==> src/rtl/vdec_pkg.sv <==
package vdec_pkg;

    localparam int ADDR_W      = 32;
    localparam int AM_W        = 6;
    localparam int AM_CODES    = 1 << AM_W;
    localparam int CMP_AM_LSB  = 2;
    localparam int MASK_LSB    = 8;

    // Only address bits above MASK_LSB may take part in decoding.
    localparam logic [ADDR_W-1:0] MASK_KEEP = {{(ADDR_W-MASK_LSB){1'b1}}, {MASK_LSB{1'b0}}};

    // Modifier codes that a capability bitmap may enable.
    function automatic logic [AM_CODES-1:0] legal_am_map();
        logic [AM_CODES-1:0] m;
        m = '0;
        for (int a = 0; a < AM_CODES; a++) begin
            if ((a >= 'h08 && a <= 'h0F) || (a >= 'h38 && a <= 'h3F)) begin
                m[a] = 1'b1;
            end
        end
        return m;
    endfunction

endpackage

==> src/rtl/vdec_slot.sv <==
module vdec_slot
    import vdec_pkg::*;
#(
    parameter logic [ADDR_W-1:0]   MASK      = '0,
    parameter logic [AM_CODES-1:0] AMCAP     = '0,
    parameter bit                  DECODE_AM = 1'b1
) (
    input  logic              en_i,
    input  logic [ADDR_W-1:0] addr_i,
    input  logic [AM_W-1:0]   am_i,
    input  logic [ADDR_W-1:0] cmp_i,
    output logic              match_o
);

    localparam logic [ADDR_W-1:0]   EFF_MASK = MASK & MASK_KEEP;
    localparam logic [AM_CODES-1:0] EFF_CAP  = AMCAP & legal_am_map();

    generate
        if (EFF_MASK == '0) begin : g_off
            logic unused_inputs;
            assign unused_inputs = ^{en_i, addr_i, am_i, cmp_i};
            assign match_o = 1'b0;
        end else begin : g_on
            logic addr_ok;
            logic cap_ok;
            logic code_ok;

            assign addr_ok = ((addr_i ^ cmp_i) & EFF_MASK) == '0;
            assign cap_ok  = EFF_CAP[am_i];

            if (DECODE_AM) begin : g_code
                assign code_ok = cmp_i[CMP_AM_LSB +: AM_W] == am_i;
            end else begin : g_nocode
                assign code_ok = 1'b1;
            end

            assign match_o = en_i & addr_ok & cap_ok & code_ok;
        end
    endgenerate

endmodule

==> src/rtl/vdec_prio.sv <==
module vdec_prio #(
    parameter int N = 8,
    localparam int W = (N > 1) ? $clog2(N) : 1
) (
    input  logic [N-1:0] req_i,
    output logic         any_o,
    output logic [W-1:0] idx_o
);

    always_comb begin
        any_o = |req_i;
        idx_o = '0;
        // Scan downward so the lowest requesting index is kept last.
        for (int i = N - 1; i >= 0; i--) begin
            if (req_i[i]) begin
                idx_o = W'(i);
            end
        end
    end

endmodule

==> src/rtl/vdec_top.sv <==
module vdec_top
    import vdec_pkg::*;
#(
    parameter int NFUNC     = 8,
    parameter bit DECODE_AM = 1'b1,
    parameter logic [NFUNC-1:0][ADDR_W-1:0] FUNC_MASK = {
        32'h0000_0000, 32'h0000_0000, 32'h0000_0000, 32'h0000_0000,
        32'h0000_0000, 32'hFFFF_0000, 32'hFFF0_0000, 32'hFF00_0000
    },
    parameter logic [NFUNC-1:0][AM_CODES-1:0] FUNC_AMCAP = {
        64'h0, 64'h0, 64'h0, 64'h0,
        64'hFFFF_FFFF_FFFF_FFFF,
        64'hFF00_0200_0000_FF00,
        64'hFF00_0000_0000_0000,
        64'h0000_0000_0000_FF00
    }
) (
    input  logic                      clk_i,
    input  logic                      rst_n_i,
    input  logic                      mod_en_i,
    input  logic [ADDR_W-1:0]         vme_addr_i,
    input  logic [AM_W-1:0]           vme_am_i,
    input  logic [NFUNC*ADDR_W-1:0]   ader_i,
    output logic                      hit_o,
    output logic [$clog2(NFUNC)-1:0]  func_o,
    output logic [ADDR_W-1:0]         local_addr_o
);

    localparam int IDX_W = $clog2(NFUNC);

    typedef struct packed {
        logic              hit;
        logic [IDX_W-1:0]  func;
        logic [ADDR_W-1:0] laddr;
    } dec_state_t;

    dec_state_t        st_d;
    dec_state_t        st_q;
    logic [NFUNC-1:0]  match;
    logic              any_hit;
    logic [IDX_W-1:0]  win_idx;
    logic [ADDR_W-1:0] mask_sel;

    generate
        for (genvar f = 0; f < NFUNC; f++) begin : g_func
            vdec_slot #(
                .MASK      (FUNC_MASK[f]),
                .AMCAP     (FUNC_AMCAP[f]),
                .DECODE_AM (DECODE_AM)
            ) u_slot (
                .en_i    (mod_en_i),
                .addr_i  (vme_addr_i),
                .am_i    (vme_am_i),
                .cmp_i   (ader_i[f*ADDR_W +: ADDR_W]),
                .match_o (match[f])
            );
        end
    endgenerate

    vdec_prio #(
        .N (NFUNC)
    ) u_prio (
        .req_i (match),
        .any_o (any_hit),
        .idx_o (win_idx)
    );

    always_comb begin
        mask_sel = '0;
        for (int i = 0; i < NFUNC; i++) begin
            if (win_idx == IDX_W'(i)) begin
                mask_sel = FUNC_MASK[i] & MASK_KEEP;
            end
        end

        st_d = '0;
        if (any_hit) begin
            st_d.hit   = 1'b1;
            st_d.func  = win_idx;
            st_d.laddr = vme_addr_i & ~mask_sel;
        end
    end

    always_ff @(posedge clk_i) begin
        if (!rst_n_i) begin
            st_q <= '0;
        end else begin
            st_q <= st_d;
        end
    end

    assign hit_o        = st_q.hit;
    assign func_o       = st_q.func;
    assign local_addr_o = st_q.laddr;

endmodule

==> config.mk <==
export PLATFORM = sky130hd
export DESIGN_NAME = vdec_top
export DESIGN_NICKNAME = d
export VERILOG_FILES = /design/src/rtl/vdec_pkg.sv /design/src/rtl/vdec_slot.sv /design/src/rtl/vdec_prio.sv /design/src/rtl/vdec_top.sv
export SDC_FILE = /design/constraint.sdc
export NUM_CORES = 1
export LEC_CHECK = 0
export ABC_AREA = 0
export CELL_PAD_IN_SITES_DETAIL_PLACEMENT = 0
export CELL_PAD_IN_SITES_GLOBAL_PLACEMENT = 2
export CORE_MARGIN = 2
export CORE_UTILIZATION = 10
export DETAILED_ROUTE_END_ITERATION = 16
export HOLD_SLACK_MARGIN = 0.08
export PLACE_DENSITY_LB_ADDON = 0.2
export SYNTH_ARGS = -nofsm -noshare
export SYNTH_HDL_FRONTEND = slang
export SYNTH_SLANG_ARGS = --single-unit
==> constraint.sdc <==
create_clock -name clk_i -period 3.1 [get_ports clk_i]
set_input_delay 0.31 -clock clk_i [delete_from_list [all_inputs] [get_ports clk_i]]
set_output_delay 0.31 -clock clk_i [all_outputs]
set_load 0.05 [all_outputs]
==> reports/qor.yml <==
status:
  status: "finished, final reports clean"
clock_network:
  cts_num_sinks: 35
  h-tree-depth: 2
  cts_resized: 0
  clk_pin_slew_ns: 0.06
  cts_tree: "done"
  hold_buffers: 0
  cts_setup_buffers: 0
  clockBufferDepth: 2
  root_buffer: "clkbuf_16"
  numCtsBuffers: 5
layout:
  nets: 602
  layout-drive-gt1-share: 0.0621
  final_core_utilization: 0.212
  fillCellCount: 1739
  syn_to_final_growth_pct: 110
  final_cell_mix: "clkdlybuf4s50_1 (129), dfxtp_1 (35), xnor2_1 (32)"
  multi_input_area_um2: 891
  regArea_um2: 701
  diodes: 0
  layout_commonest_cell: "clkdlybuf4s50_1"
setup_path:
  setup.worst_path.start: "vme_am_i[3]"
  worstSetupEndpointType: "flop"
  critical_path.startpoint_type: "input port"
  slowest_stage: "clkdlybuf4s50_1"
  crit_arrival_ns: 2.75
  path_class: "input port to flop"
  required_ns: 3.33
  cp_common_cell: "buf_4"
  crit_end: "local_addr_o[21]"
  critical_path.max_fanout: 5
  cpPeakStageDelay_ns: 0.56
  worstPathCellList: "clkdlybuf4s50_1 -> xor2_1 -> nor4_1 -> buf_4 -> nand4_1 -> a2111oi_2 -> buf_4 -> and2_1"
sta:
  fin_crit_sh: 0.814
  min_period_ns: 2.52
  rsz0062_at_grt: "false"
  clock.fmax_ghz: 0.397
  maxSlewHeadroom: 0.304
  final_hold_viol_count: 0
  tightest_slew_ns: 1.04
  setup_viol: 0
  drv_slew: 0
  tns_ns: 0
logic_synthesis:
  ys_ff_latch: 35
  synth_top_area_share: 0.441
  synth_area_um2: 1590
  synthCells: 163
  yosys.area.top_type: "dfxtp_1"
  synth_area_leaders: "dfxtp_1 (44%), xnor2_1 (18%), xor2_1 (9.4%)"
  yosys_warnings: 0
  synth_cell_types: 26
  ys_seq_area_frac: 0.441
  synth_area_per_cell_um2: 9.75
floorplanning:
  num_rows: 46
  top_level_ports: 333
  start_util: 0.101
  die_h_um: 130
  chipWidth_um: 130
  coreArea_um2: 15700
  die_area_um2: 16900
routing:
  wl_per_cell_um: 14.7
  drt_pass1_iterations: 4
  first_iter_violations: 30
  wl_um: 7660
  num_vias: 1642
  drc: 0
  vias_per_cell: 3.15
  drtAntennaViolNets: 0
placed_design:
  port_buffers: 129
  place_congestion: 0.651
  hpwl_um: 6590
grt:
  track_usage: 0.0880
  grt_max_degree: 22
  first_global_vias: 1702
  gr-total-overflow: 0
  antenna_found_initial: 0
  grt_pass1_wl_um: 10500
power_and_ir_drop:
  powerDensity_nw_per_um2: 364
  p_leak_uw: 0.00115
  max-vdd-ir-drop_uv: 186
flow_run:
  cap_violations: 0
min_path:
  hp-class: "input port to flop"
-- sequential cells by signal, summed over array words and instances (netlist names) --
register / cells
local_addr_o: 32
func_o: 2
hit_o: 1
-- where the power goes --
| group | leakage [µW] | internal [µW] | total [µW] | switching, µW |
|---|---|---|---|---|
| sequential | 0.000285 | 455 | 457 | 1.19 |
| combinational | 0.000796 | 158 | 261 | 103 |
| clock | 0.0000658 | 296 | 494 | 199 |
-- how the worst min path moves through the flow --
stage              startpoint          endpoint  cells after the start  slack, ns
6_report       vme_addr_i[12]  local_addr_o[12]                      3       0.56
5_1_grt         vme_addr_i[5]   local_addr_o[5]                      3       0.57
4_1_cts        vme_addr_i[15]  local_addr_o[15]                      3       0.55
3_5_place_dp    vme_addr_i[5]   local_addr_o[5]                      3       0.86
3_3_place_gp    vme_addr_i[5]   local_addr_o[5]                      3       0.85
2_1_floorplan  vme_addr_i[20]  local_addr_o[20]                      1       0.43
-- Yosys cell counts (all sizes together) --
cell type  number
and3            2
nor3b           4
xnor2          32
nor4            4
dfxtp          35
a2bb2oi         1
nand4          10
a21oi          17
nor3            4
nand3           1
conb            1
or4             1
clkbuf          2
buf             4
nand4bb         1
nand2          18
and2            4
a2111oi         2
inv             1
nor2            1
xor2           17
o21ai           1
-- final cells by class --
class                   instances  area share
flip-flops and latches         35       0.210
clock buffers                   5      0.0376
well taps                     216      0.0811
multi-input cells             129       0.267
repair buffers                133       0.397
inverters                       1     0.00113
clock inverters                 3     0.00601
-- per-stage QoR --
stage | area, µm² | setup WS [ns] | hold slack (ns) | cells | total power [µW]
detailed placement | 3190 | 0.207 | 0.858 | 514 | 732
CTS | 3330 | 0.489 | 0.553 | 522 | 1240
floorplan | 1620 | 1.59 | 0.432 | 171 | 559
finish | 3330 | 0.578 | 0.560 | 522 | 1210
global route | 3330 | 0.319 | 0.569 | 522 | 1270
global placement | 3190 | 0.196 | 0.850 | 514 | 733
-- worst max-delay path, delay by kind of cell --
kind            cells  cell delay (ns)
buf+inv             3             0.96
compound gates      1             0.38
simple gates        3             0.86
xor+xnor            1             0.23
-- logic make-up (layout without fill, tap and decap cells) --
logic type,after synthesis,in the layout,share of synthesized area
simple gates,50,50,0.184
xor+xnor,49,49,0.270
flops,35,35,0.441
compound gates,21,21,0.0811
buf+inv,7,142,0.0213
other cells,1,9,0.00236
-- per-layer routing --
layer,GRT usage,vias up,share of wire
met5,0,-,0
li1,-,829,-
met1,0.123,713,0.49
met2,0.122,94,0.40
met4,0.0190,0,0.0090
met3,0.0418,6,0.11
No activity file was read; power rests on OpenSTA's default activity.
